<file path="config.mk">
export PLATFORM = sky130hd
export DESIGN_NAME = comboLock
export DESIGN_NICKNAME = d
export VERILOG_FILES = /design/src/rtl/comboLockPkg.sv /design/src/rtl/comboLockMatch.sv /design/src/rtl/comboLockCtrl.sv /design/src/rtl/comboLock.sv
export SDC_FILE = /design/constraint.sdc
export NUM_CORES = 1
export LEC_CHECK = 0
export ABC_CLOCK_PERIOD_IN_PS = 1500
export BUFFER_PORTS_ARGS = -buffer_cell sky130_fd_sc_hd__buf_2
export CAP_MARGIN = 20
export CORE_AREA = 4 4 41 43
export DETAILED_ROUTE_END_ITERATION = 10
export DIE_AREA = 0 0 45 47
export PLACE_DENSITY = 0.33
export SLEW_MARGIN = 20
export SYNTH_ARGS = -nofsm -noshare
export SYNTH_HDL_FRONTEND = slang
export SYNTH_SLANG_ARGS = --single-unit
</file>
<file path="constraint.sdc">
create_clock -name clk -period 1.5 [get_ports clk]
set_input_delay 0.375 -clock clk [delete_from_list [all_inputs] [get_ports clk]]
set_output_delay 0.375 -clock clk [all_outputs]
set_load 0.05 [all_outputs]
</file>
<file path="src/rtl/comboLockPkg.sv">
package comboLockPkg;

  typedef enum logic [1:0] {
    LK_IDLE   = 2'b00,
    LK_FIRST  = 2'b01,
    LK_SECOND = 2'b10,
    LK_OPEN   = 2'b11
  } lockState_e;

  // Strobes passed from the comparator datapath to the control FSM
  typedef struct packed {
    logic strobe;
    logic hitStep0;
    logic hitStep1;
    logic hitStep2;
  } stepHits_t;

endpackage

</file>
<file path="src/rtl/comboLockMatch.sv">
module comboLockMatch
  import comboLockPkg::*;
#(
  parameter int VAL_W = 5,
  parameter bit S0_DIR = 1'b0,
  parameter int S0_VAL = 13,
  parameter bit S1_DIR = 1'b1,
  parameter int S1_VAL = 22,
  parameter bit S2_DIR = 1'b0,
  parameter int S2_VAL = 3
) (
  input  logic             opValid,
  input  logic             opDir,
  input  logic [VAL_W-1:0] opValue,
  output stepHits_t        hits
);
  localparam int NSTEPS = 3;
  localparam logic [NSTEPS-1:0] EXP_DIR = {S2_DIR, S1_DIR, S0_DIR};
  localparam logic [NSTEPS-1:0][VAL_W-1:0] EXP_VAL =
    {VAL_W'(S2_VAL), VAL_W'(S1_VAL), VAL_W'(S0_VAL)};

  logic [NSTEPS-1:0] hitVec;

  for (genvar k = 0; k < NSTEPS; k++) begin : g_cmp
    assign hitVec[k] = opValid && (opDir == EXP_DIR[k]) && (opValue == EXP_VAL[k]);
  end

  assign hits.strobe   = opValid;
  assign hits.hitStep0 = hitVec[0];
  assign hits.hitStep1 = hitVec[1];
  assign hits.hitStep2 = hitVec[2];
endmodule

</file>
<file path="src/rtl/comboLockCtrl.sv">
module comboLockCtrl
  import comboLockPkg::*;
(
  input  logic       clk,
  input  logic       rst,
  input  logic       relock,
  input  stepHits_t  hits,
  output lockState_e curState
);
  lockState_e nextState;
  lockState_e fallBack;

  // a failed step restarts at FIRST if it is itself the opening step
  assign fallBack = hits.hitStep0 ? LK_FIRST : LK_IDLE;

  always_comb begin
    nextState = curState;
    if (relock) begin
      nextState = LK_IDLE;
    end else if (hits.strobe) begin
      unique case (curState)
        LK_IDLE:   nextState = fallBack;
        LK_FIRST:  nextState = hits.hitStep1 ? LK_SECOND : fallBack;
        LK_SECOND: nextState = hits.hitStep2 ? LK_OPEN : fallBack;
        LK_OPEN:   nextState = LK_OPEN;
        default:   nextState = LK_IDLE;
      endcase
    end
  end

  always_ff @(posedge clk) begin
    if (rst) curState <= LK_IDLE;
    else     curState <= nextState;
  end
endmodule

</file>
<file path="src/rtl/comboLock.sv">
module comboLock
  import comboLockPkg::*;
#(
  parameter int VAL_W = 5,
  parameter bit S0_DIR = 1'b0,
  parameter int S0_VAL = 13,
  parameter bit S1_DIR = 1'b1,
  parameter int S1_VAL = 22,
  parameter bit S2_DIR = 1'b0,
  parameter int S2_VAL = 3
) (
  input  logic             clk,
  input  logic             rst,
  input  logic             opValid,
  input  logic             opDir,
  input  logic [VAL_W-1:0] opValue,
  input  logic             relock,
  output logic             unlocked,
  output logic [1:0]       lockState
);
  stepHits_t  hits;
  lockState_e curState;

  comboLockMatch #(
    .VAL_W(VAL_W), .S0_DIR(S0_DIR), .S0_VAL(S0_VAL),
    .S1_DIR(S1_DIR), .S1_VAL(S1_VAL), .S2_DIR(S2_DIR), .S2_VAL(S2_VAL)
  ) i_match (
    .opValid(opValid), .opDir(opDir), .opValue(opValue), .hits(hits)
  );

  comboLockCtrl i_ctrl (
    .clk(clk), .rst(rst), .relock(relock), .hits(hits), .curState(curState)
  );

  assign lockState = curState;
  assign unlocked  = (curState == LK_OPEN);
endmodule

</file>
Yosys cells after proc, flatten, opt, wreduce, memory -nomap -nowiden
Index checks and enable logic that the tools add are counted.
{"block": "totals", "input_bits": 10, "out_inout_bits": 3, "elab_cells": 19, "ff_bits": 2}
{"block": "classes", "n_eq_ne": 6, "n_reduce_logical": 7, "muxes": 4, "bitwise_logic": 1}
{"operator": "2-bit one-hot mux with 4 select lines", "n": 1}
{"operator": "5-bit by 2-bit equality test with 1-bit output (second input constant)", "n": 1}
{"operator": "5-bit by 4-bit equality test with 1-bit output (second input constant)", "n": 1}
{"operator": "5-bit equality test (second input constant)", "n": 1}
{"operator": "1-bit logical AND", "n": 5}
{"operator": "2-bit equality test (second input constant)", "n": 2}
{"operator": "2-bit two-way mux", "n": 2}
{"operator": "2-bit by 1-bit equality test with 1-bit output (second input constant)", "n": 1}
{"operator": "2-bit logical NOT", "n": 1}
{"operator": "2-bit OR reduction", "n": 1}
{"operator": "1-bit two-way mux", "n": 1}
{"operator": "1-bit NOT", "n": 1}

Logic depth before layout (Yosys ltp)
Gate-level depths: netlist (run 1).
{"block": "logic_depth", "ltp_word": 6, "depth_mapped": 3, "mapped_depth_nobuf": 3}

Hierarchy
A second synthesis (run 1) with hierarchy kept.
{"block": "hier_totals", "cells_unflattened": 22, "hier_area_um2": 161.4}
{"module": "comboLockCtrl", "seq_area_each_um2": 40.0, "n_inst": 1, "cells_each": 13, "area_per_inst_um2": 105.1}
{"module": "comboLockMatch", "seq_area_each_um2": 0.0, "n_inst": 1, "cells_each": 8, "area_per_inst_um2": 50.0}
{"module": "comboLock", "seq_area_each_um2": 0.0, "n_inst": 1, "cells_each": 1, "area_per_inst_um2": 6.3}

Least setup slack after synthesis (run 1)
OpenSTA, ideal clock, no wires.
{"block": "synth_path", "kind": "register to output", "start": "reg i_ctrl.curState[0]", "end": "out unlocked", "path_stages_with_launch": 2, "t_arrival_ps": 1154, "setup_slack_ps": -29, "required_time_ps": 1125, "n_path_buf": 0, "path_cell_list": "dfxtp_1 -> and2_1"}
{"block": "synth_between", "elab_chain_len": 1}
{"element": "from (decl)", "line": "comboLockCtrl.sv:8", "source": "output lockState_e curState"}
{"element": "from (signal assigned)", "line": "comboLockCtrl.sv:33", "source": "else curState <= nextState;"}
{"element": "2-bit equality test", "line": "comboLock.sv:36", "source": "assign unlocked = (curState == LK_OPEN);"}
{"element": "to (decl)", "line": "comboLock.sv:18", "source": "output logic unlocked,"}
Every way passes these cells.

Worst setup path in the final report (run 1)
Ends and elaborated chain as after synthesis.

==> impl_metrics.yaml, run 1 <==
sta:
  worstMarginPinSlew_ns: 0.2514
  clock_skew_ns: 0.001698
  fmax_mhz: 727.7
  setup_viol: 0
  rsz0062_at_grt: "false"
  maxSlewViolCount: 0
  fin_tns_setup_ns: 0
  slew_headroom_pct: 83.35
  fin_crit_ns: 1.374
  fin_crit_sh_pct: 91.61
  hold_viol: 0
placement:
  numPlacedInstances: 43
  portBuffers: 12
  gp_congestion: 0.6344
logic_synthesis:
  netlist_area_um2: 138.9
  syn_avg_cell_area_um2: 8.680
  synth_top_area_share_pct: 28.83
  yosys_warnings: 0
  synth_nets: 26
  synth.distinct_cells: 12
  seq_area_frac_synth_pct: 28.83
  synth-seq-cells: 2
  synth_area_leader_cell: "dfxtp_1"
  synthTopCellsByArea: "dfxtp_1 (29%), and4bb_2 (18%), o21ai_0 (11%), and4bb_1 (9.0%), and3b_1 (6.3%)"
  syn_inst: 16
routing:
  drtPass1Iterations: 4
  drt_iter0_drc: 3
  wl_per_cell_um: 10.65
  remaining_drc_errors: 0
  via_per_inst: 4.000
  antenna_left: 0
  routed-via-count: 184
  wl_um: 490
pwr:
  leakagePower_nw: 0.1161
  vdd_drop_max_mv: 0.1329
  p_total_mw: 0.2057
  cellPowerDensity_mw_per_mm2: 852.0
critical_path:
  crit_chain: "and2_2 > buf_2"
  end_kind: "primary output"
  arrival_ns: 1.00
  max_stage_delay_ns: 0.35
  crit_start: "i_ctrl.curState[0]"
  worstSetupStartpointType: "flop"
  critPathKind: "flop to primary output"
  rr_startpoint: "i_ctrl.curState[1]"
  reg2reg_setup_slack_ns: 0.55
  cp_slowest_cell: "dfxtp_1"
  crit_fanout: 4
  required_ns: 1.12
  critPathTopFamily: "flip-flops"
  crit_buf_inv: 1
clocking:
  holdBufCountCts: 0
  htree_levels: 1
  tritoncts: "yes"
  numCtsBuffers: 3
  clock_latency_ns: 0.22
  clock_sinks: 2
  post_cts_buffers: 0
  root_buffer: "clkbuf_4"
  clock_path_buffers: 2
  clkSlewWorstSetupHoldPaths_ns: 0.03
  cts-resized-gates: 0
floorplanning:
  die_width_um: 45
  dieArea_mm2: 0.002115
  die_h_um: 47
  io_pins: 13
  core_mm2: 0.001301
  rows: 13
  initial_core_util_pct: 10.67
grt:
  grt_overflow: 0
  grt_pass1_wl_um: 724
  grt_usage_pct: 5.284
  antenna_found_initial: 0
  grt_pass1_vias: 188
  grt_max_degree: 5
job:
  cap_violations: 0
final_layout:
  stdcell_count: 46
  largest_reg_flops: 2
  fillCellCount: 155
  antenna_cells: 0
  top_register: "i_ctrl.curState"
  top_regs: "i_ctrl.curState: 2 flops"
  area_delta_synth_final_pct: 73.87
  layout-drive-gt1-share_pct: 58.06
  nets: 43
hold_path:
  hp-start: "rst"
  min-delay-path-class: "primary input to flop"
outcome:
  outcome: "finished clean"
[layout make-up]
class	instances	area, µm²	area share (%)
clock buffers	3	22.52	9.326
multi-input cells	14	100.1	41.45
well taps	15	18.77	7.772
repair buffers	12	60.06	24.87
flip-flops and latches	2	40.04	16.58
[cell usage in the layout, fill, tap and decap left out, types with 2 or more instances in the layout]
master    Yosys  routed
and4bb_2      2       2
buf_2         0      12
clkbuf_4      0       3
dfxtp_1       2       2
o21ai_0       3       3
[path summary, 6_finish.rpt]
check / end / cells past startpoint
setup / recovery: unlocked / 2
hold / removal: i_ctrl.curState[1] / 4
setup reg to reg: i_ctrl.curState[0] / 3
hold reg to reg: i_ctrl.curState[1] / 2
[layer usage]
metal  GRT usage, %  vias to the layer above  part of all wire (%)
met5              0                        -                     0
met4          7.018                        0                     0
met3          2.682                        0                    17
met2          6.215                       12                    37
met1          5.882                       78                    46
li1               -                       94                     -
[stage by stage]
stage / utilization [%] / hold WS [ns] / cell area, µm² / setup slack (ns)
final: 18.56 / 0.4205 / 241.5 / 0.1259
after global routing: 18.56 / 0.4539 / 241.5 / 0.07883
after CTS: 18.56 / 0.4154 / 241.5 / 0.1049
after detailed placement: 16.83 / 0.5312 / 219.0 / 0.3455
after global placement: 16.83 / 0.5230 / 219.0 / 0.3630
after floorplan: - / 0.5428 / 140.1 / 0.08433
[power breakdown]
| group | switching (mW) | internal (mW) |
|---|---|---|
| registers | 0.00140 | 0.0553 |
| logic | 0.0159 | 0.0152 |
| clock network | 0.0297 | 0.0882 |
[synthesized netlist by cell type (all sizes together)]
cell,n
nor2,1
and3b,1
nand2,1
nor2b,1
a31oi,1
nand4,1
o21ai,3
and2,1
and4bb,3
a21oi,1
dfxtp,2
[cell families (layout without fill, tap and decap cells)]
group / after synthesis / in the layout / share of synthesized area (%)
compound gates: 5 / 5 / 18.92
buf+inv: 0 / 15 / 0
flops: 2 / 2 / 28.83
simple gates: 9 / 9 / 52.25
[worst reg2reg max path, delay by kind of cell, from the launching register on]
kind / cells / cell delay, ns
flip-flops: 1 / 0.32
AO/OA/AOI/OAI: 2 / 0.27
AND/OR/NAND/NOR: 1 / 0.24
Power figures use the tool's default switching activity.
==> run 2: changes to the inputs <==
--- a/config.mk
+++ b/config.mk
@@ -5,13 +5,14 @@
 export SDC_FILE = /design/constraint.sdc
 export NUM_CORES = 1
 export LEC_CHECK = 0
+export ABC_AREA = 1
 export ABC_CLOCK_PERIOD_IN_PS = 1500
 export BUFFER_PORTS_ARGS = -buffer_cell sky130_fd_sc_hd__buf_2
 export CAP_MARGIN = 20
 export CORE_AREA = 4 4 41 43
 export DETAILED_ROUTE_END_ITERATION = 10
 export DIE_AREA = 0 0 45 47
-export PLACE_DENSITY = 0.33
+export PLACE_DENSITY = 0.36
 export SLEW_MARGIN = 20
 export SYNTH_ARGS = -nofsm -noshare
 export SYNTH_HDL_FRONTEND = slang
==> run 2 against run 1 <==
Wire length increased by 4.9%. Count of clock-buffer cells in the layout stayed put. Power rose by 3.8%. Via count up 29%. Final cell count grew 46%. Global-route usage rose by 1.0 points. Critical path depth up 1. Non-clock buffer count is the same. Die area stayed put. Critical path type unchanged. Largest power group unchanged.
==> impl_metrics.yaml, run 2 <==
outcome:
  outcome: "finished clean"
pwr:
  leakagePower_nw: 0.1737
  vdd_drop_max_mv: 0.3700
  cellPowerDensity_mw_per_mm2: 772.2
sta:
  setup_viol: 0
  maxSlewViolCount: 0
  clock_skew_ns: 0.002252
  fmax_mhz: 747.8
  fin_crit_ns: 1.337
  final.setup.worst_slack_ns: 0.1628
  rsz0062_at_grt: "false"
  fin_crit_sh_pct: 89.15
  hold_viol: 0
  worstMarginPinSlew_ns: 0.2537
  fin_tns_setup_ns: 0
  slew_headroom_pct: 83.20
critical_path:
  crit_cells: 3
  crit_fanout: 4
  worstSetupStartpointType: "flop"
  reg2reg_setup_slack_ns: 0.69
  arrival_ns: 0.96
  end_kind: "primary output"
  crit_chain: "nand2_1 > inv_1 > buf_2"
  rr_startpoint: "i_ctrl.curState[0]"
  required_ns: 1.12
  regToRegEndpoint: "i_ctrl.curState[1]"
  r2r_cells: 6
  critPathKind: "flop to primary output"
  max_stage_delay_ns: 0.35
  cp_slowest_cell: "dfxtp_1"
  crit_buf_inv: 2
  crit_start: "i_ctrl.curState[0]"
  critPathTopFamily: "flip-flops"
  endpoint: "unlocked"
logic_synthesis:
  yosys_warnings: 0
  synth_area_leader_cell: "nand2_1"
  async_flop_share_pct: 0
  synthTopCellsByArea: "nand2_1 (28%), nor2_1 (26%), dfxtp_1 (23%), inv_1 (15%), o21ai_0 (5.7%)"
  synthMostInstantiatedCell: "nand2_1"
  seq_area_frac_synth_pct: 22.86
  synth-seq-cells: 2
  synth_nets: 47
  synth_edf_count: 0
  syn_avg_cell_area_um2: 4.734
  netlist_area_um2: 175.2
  synth_top_area_share_pct: 27.86
  syn_inst: 37
  yosys-top-cells-count: "nand2_1 (13), nor2_1 (12), inv_1 (7)"
  synth.distinct_cells: 6
  synthFlopType: "dfxtp_1"
floorplanning:
  core_mm2: 0.001301
  initial_core_util_pct: 13.46
  io_pins: 13
  die_h_um: 47
  dieArea_mm2: 0.002115
  rows: 13
  die_width_um: 45
routing:
  antenna_left: 0
  wl_um: 514
  remaining_drc_errors: 0
  via_per_inst: 3.537
  routed-via-count: 237
  wl_per_cell_um: 7.672
  drt_iter0_drc: 3
  drtPass1Iterations: 4
clocking:
  cts-resized-gates: 0
  post_cts_buffers: 0
  numCtsBuffers: 3
  clock_latency_ns: 0.22
  clock_sinks: 2
  root_buffer: "clkbuf_4"
  tritoncts: "yes"
  holdBufCountCts: 0
  htree_levels: 1
  clock_path_buffers: 2
  clkSlewWorstSetupHoldPaths_ns: 0.03
grt:
  antenna_found_initial: 0
  grt_pass1_wl_um: 869
  grt_usage_pct: 6.304
  grt_pass1_vias: 214
  grt_max_degree: 7
  grt_overflow: 0
final_layout:
  top_regs: "i_ctrl.curState: 2 flops"
  area_delta_synth_final_pct: 57.86
  largest_reg_flops: 2
  antenna_cells: 0
  stdcell_count: 67
  final_cell_mix: "nand2_1 (13), nor2_1 (12), buf_2 (12)"
  design_area_um2: 276.5
  nets: 64
  fillCellCount: 174
  layout-drive-gt1-share_pct: 28.85
  final_common_cell: "nand2_1"
  top_register: "i_ctrl.curState"
hold_path:
  min-delay-path-class: "primary input to flop"
placement:
  portBuffers: 12
  hpwlAfterDp_um: 415.1
  dpl_cell_area_um2: 254.0
  numPlacedInstances: 64
  dp_slack_ns: 0.3928
  gp_congestion: 0.6429
job:
  cap_violations: 0
==> run 2: cell count changes after synthesis, sizes merged, moves of 3 or more <==
cell	change
nand2	+12
inv	+7
nor2	+11
and4bb	-3
==> run 2: logic make-up (layout without fill, tap and decap cells) <==
| family | count (synthesis) | in the layout | share of synthesized area, % |
|---|---|---|---|
| simple gates | 26 | 26 | 56.43 |
| buf+inv | 7 | 22 | 15.00 |
| compound gates | 2 | 2 | 5.715 |
| flops | 2 | 2 | 22.86 |
==> run 2: area by class of cell <==
cell class	count	area [µm²]	share of cell area, %
multi-input combinational	28	108.9	39.37
tap	15	18.77	6.787
inverter	7	26.28	9.502
sequential	2	40.04	14.48
clock buffer	3	22.52	8.145
timing repair buffer	12	60.06	21.72
==> run 2: worst min path at each step <==
stage	depth (start not counted)	from	end	slack, ns
after detailed placement	2	i_ctrl.curState[0]	i_ctrl.curState[0]	0.56
after floorplan	2	opValid	i_ctrl.curState[1]	0.54
final	4	rst	i_ctrl.curState[1]	0.43
after global placement	2	i_ctrl.curState[0]	i_ctrl.curState[0]	0.56
after global routing	4	rst	i_ctrl.curState[1]	0.44
after CTS	4	rst	i_ctrl.curState[0]	0.42
==> run 2: routing by layer <==
metal | GRT usage (%) | routed length [µm] | share of wire (%)
met5 | 0 | 0 | 0
met4 | 8.772 | 0 | 0
met3 | 2.682 | 43 | 8.4
met2 | 8.192 | 218 | 42
met1 | 6.546 | 252 | 49
==> run 2: worst reg2reg max path, stage by stage, from the launching register on <==
cell     delay (ns)
dfxtp_1        0.35
nand2_1        0.07
nor2_1         0.10
nand2_1        0.06
nand2_1        0.05
nor2_1         0.04
nor2_1         0.08
==> run 2: through the flow <==
step,hold slack (ns),power [mW],util (%)
after CTS,0.4176,0.2238,21.25
final,0.4272,0.2135,21.25
after global placement,0.5572,0.09824,19.52
after floorplan,0.5423,0.07793,-
after global routing,0.4446,0.2371,21.25
after detailed placement,0.5604,0.09755,19.52
==> run 2: power by group <==
group	internal (mW)	switching (mW)
Clock	0.0881	0.0291
Combinational	0.0163	0.0234
Sequential	0.0553	0.00133
==> run 3: changes to the inputs <==
--- a/config.mk
+++ b/config.mk
@@ -6,13 +6,13 @@
 export NUM_CORES = 1
 export LEC_CHECK = 0
 export ABC_AREA = 1
-export ABC_CLOCK_PERIOD_IN_PS = 1500
+export ABC_CLOCK_PERIOD_IN_PS = 1100
 export BUFFER_PORTS_ARGS = -buffer_cell sky130_fd_sc_hd__buf_2
 export CAP_MARGIN = 20
 export CORE_AREA = 4 4 41 43
 export DETAILED_ROUTE_END_ITERATION = 10
 export DIE_AREA = 0 0 45 47
-export PLACE_DENSITY = 0.36
+export PLACE_DENSITY = 0.37
 export SLEW_MARGIN = 20
 export SYNTH_ARGS = -nofsm -noshare
 export SYNTH_HDL_FRONTEND = slang
==> constraint.sdc (replaced) <==
create_clock -name clk -period 1.1 [get_ports clk]
set_input_delay 0.275 -clock clk [delete_from_list [all_inputs] [get_ports clk]]
set_output_delay 0.275 -clock clk [all_outputs]
set_load 0.05 [all_outputs]
==> run 3 against run 2 <==
The run now ends with setup timing left. Non-clock buffer count unchanged. Combinational power increased by 41%. Sequential cell count unchanged. Global-route usage decreased by 0.23 points. Utilization increased by 2.1 points. Die area unchanged. Sequential power increased by 33%. Power increased by 35%. Final cell count unchanged. Count of clock-buffer cells in the layout unchanged. Critical path type unchanged. Critical endpoint unchanged. Highest routed layer unchanged.
==> impl_metrics.yaml, run 3 (synthesis results as in run 2) <==
routing:
  wl_um: 522
  routed-via-count: 235
  antenna_left: 0
  drt_iter0_drc: 1
  remaining_drc_errors: 0
  wl_per_cell_um: 7.791
  via_per_inst: 3.507
  drtPass1Iterations: 2
critical_path:
  crit_fanout: 4
  crit_buf_inv: 2
  reg2reg_setup_slack_ns: 0.29
  critPathTopFamily: "flip-flops"
  cp_slowest_cell: "dfxtp_4"
  critPathKind: "flop to primary output"
  end_kind: "primary output"
  r2r_cells: 6
  worstSetupStartpointType: "flop"
  required_ns: 0.82
  crit_start: "i_ctrl.curState[0]"
  crit_chain: "nand2_4 > clkinvlp_4 > buf_6"
  regToRegEndpoint: "i_ctrl.curState[1]"
  arrival_ns: 0.86
  max_stage_delay_ns: 0.35
  rr_startpoint: "i_ctrl.curState[1]"
floorplanning:
  die_h_um: 47
  core_mm2: 0.001301
  die_width_um: 45
  rows: 13
  dieArea_mm2: 0.002115
  initial_core_util_pct: 13.46
  io_pins: 13
clocking:
  numCtsBuffers: 3
  tritoncts: "yes"
  clock_path_buffers: 2
  post_cts_buffers: 0
  clkSlewWorstSetupHoldPaths_ns: 0.03
  htree_levels: 1
  holdBufCountCts: 0
  clock_latency_ns: 0.22
  root_buffer: "clkbuf_4"
  clock_sinks: 2
outcome:
  outcome: "finished with violations"
  violations: "setup timing"
final_layout:
  largest_reg_flops: 2
  top_regs: "i_ctrl.curState: 2 flops"
  nets: 64
  antenna_cells: 0
  fillCellCount: 158
  top_register: "i_ctrl.curState"
  stdcell_count: 67
  layout-drive-gt1-share_pct: 36.54
  area_delta_synth_final_pct: 73.57
  final_cell_mix: "nor2_1 (12), nand2_1 (12), buf_2 (10)"
placement:
  dp_slack_ns: 0.06867
  gp_congestion: 0.7032
  numPlacedInstances: 64
  portBuffers: 12
  hpwlAfterDp_um: 421.8
pwr:
  p_total_mw: 0.2893
  cellPowerDensity_mw_per_mm2: 951.6
  vdd_drop_max_mv: 0.3585
  leakagePower_nw: 0.1804
job:
  cap_violations: 0
sta:
  clock_skew_ns: 0.002194
  worstMarginPinSlew_ns: 0.2516
  fin_crit_sh_pct: 103.2
  fin_crit_ns: 1.135
  slew_headroom_pct: 83.35
  hold_viol: 0
  setup_viol: 2
  fmax_mhz: 880.9
  maxSlewViolCount: 0
  final.setup.worst_slack_ns: -0.03516
  rsz0062_at_grt: "true"
hold_path:
  min-delay-path-class: "primary input to flop"
  hp-start: "rst"
  whs_path_depth: 4
  min_to: "i_ctrl.curState[1]"
grt:
  grt_pass1_wl_um: 931
  grt_usage_pct: 6.073
  antenna_found_initial: 0
  grt_max_degree: 7
  grt_overflow: 0
  grt_pass1_vias: 235
-- run 3: how the worst max path moves through the flow --
stage / end / slack [ns] / depth (start not counted)
2_1_floorplan: unlocked / 0.05 / 2
3_3_place_gp: unlocked / 0.08 / 3
3_5_place_dp: unlocked / 0.07 / 3
4_1_cts: unlocked / -0.05 / 3
5_1_grt: unlocked / -0.07 / 3
6_report: unlocked / -0.04 / 3
-- run 3: layer usage --
metal | global-route usage (%) | up-vias | part of all wire, %
met4 | 5.263 | 0 | 0
met3 | 1.149 | 0 | 8.2
met1 | 7.919 | 87 | 51
met2 | 8.475 | 9 | 41
met5 | 0 | - | 0
li1 | - | 139 | -
-- run 3: layout make-up --
class | count | area [µm²] | area share, %
Tap cell | 15 | 18.77 | 6.173
Multi-Input combinational cell | 28 | 116.4 | 38.27
Sequential cell | 2 | 47.55 | 15.64
Timing Repair Buffer | 12 | 68.82 | 22.63
Inverter | 7 | 30.03 | 9.877
Clock buffer | 3 | 22.52 | 7.407
-- run 3: stage by stage --
stage	setup TNS (ns)	util [%]	cell area (µm²)	hold WS [ns]
finish	-0.05134	23.37	304.0	0.3267
CTS	-0.07963	23.37	304.0	0.3144
detailed placement	0	20.38	265.3	0.5499
global placement	0	20.38	265.3	0.5455
floorplan	0	-	186.4	0.4365
global route	-0.1214	23.37	304.0	0.3404
-- run 3: what timing repair did --
action                                  CTS  global route
endpoints found under the setup margin    3             2
pin swaps                                 0             0
gates resized for setup                   5             0
-- run 3: where the power goes --
| group | total (mW) | switching [mW] | internal, mW |
|---|---|---|---|
| combinational | 0.0560 | 0.0328 | 0.0232 |
| clock | 0.158 | 0.0379 | 0.120 |
| sequential | 0.0754 | 0.00317 | 0.0722 |
-- run 3: worst reg2reg max path, stage by stage (launching register included) --
cell and delay (ns):
dfxtp_4 0.35, nand2_1 0.06, nor2_1 0.04, nand2_1 0.05, nand2_1 0.06, nor2_1 0.10
nor2_1 0.05
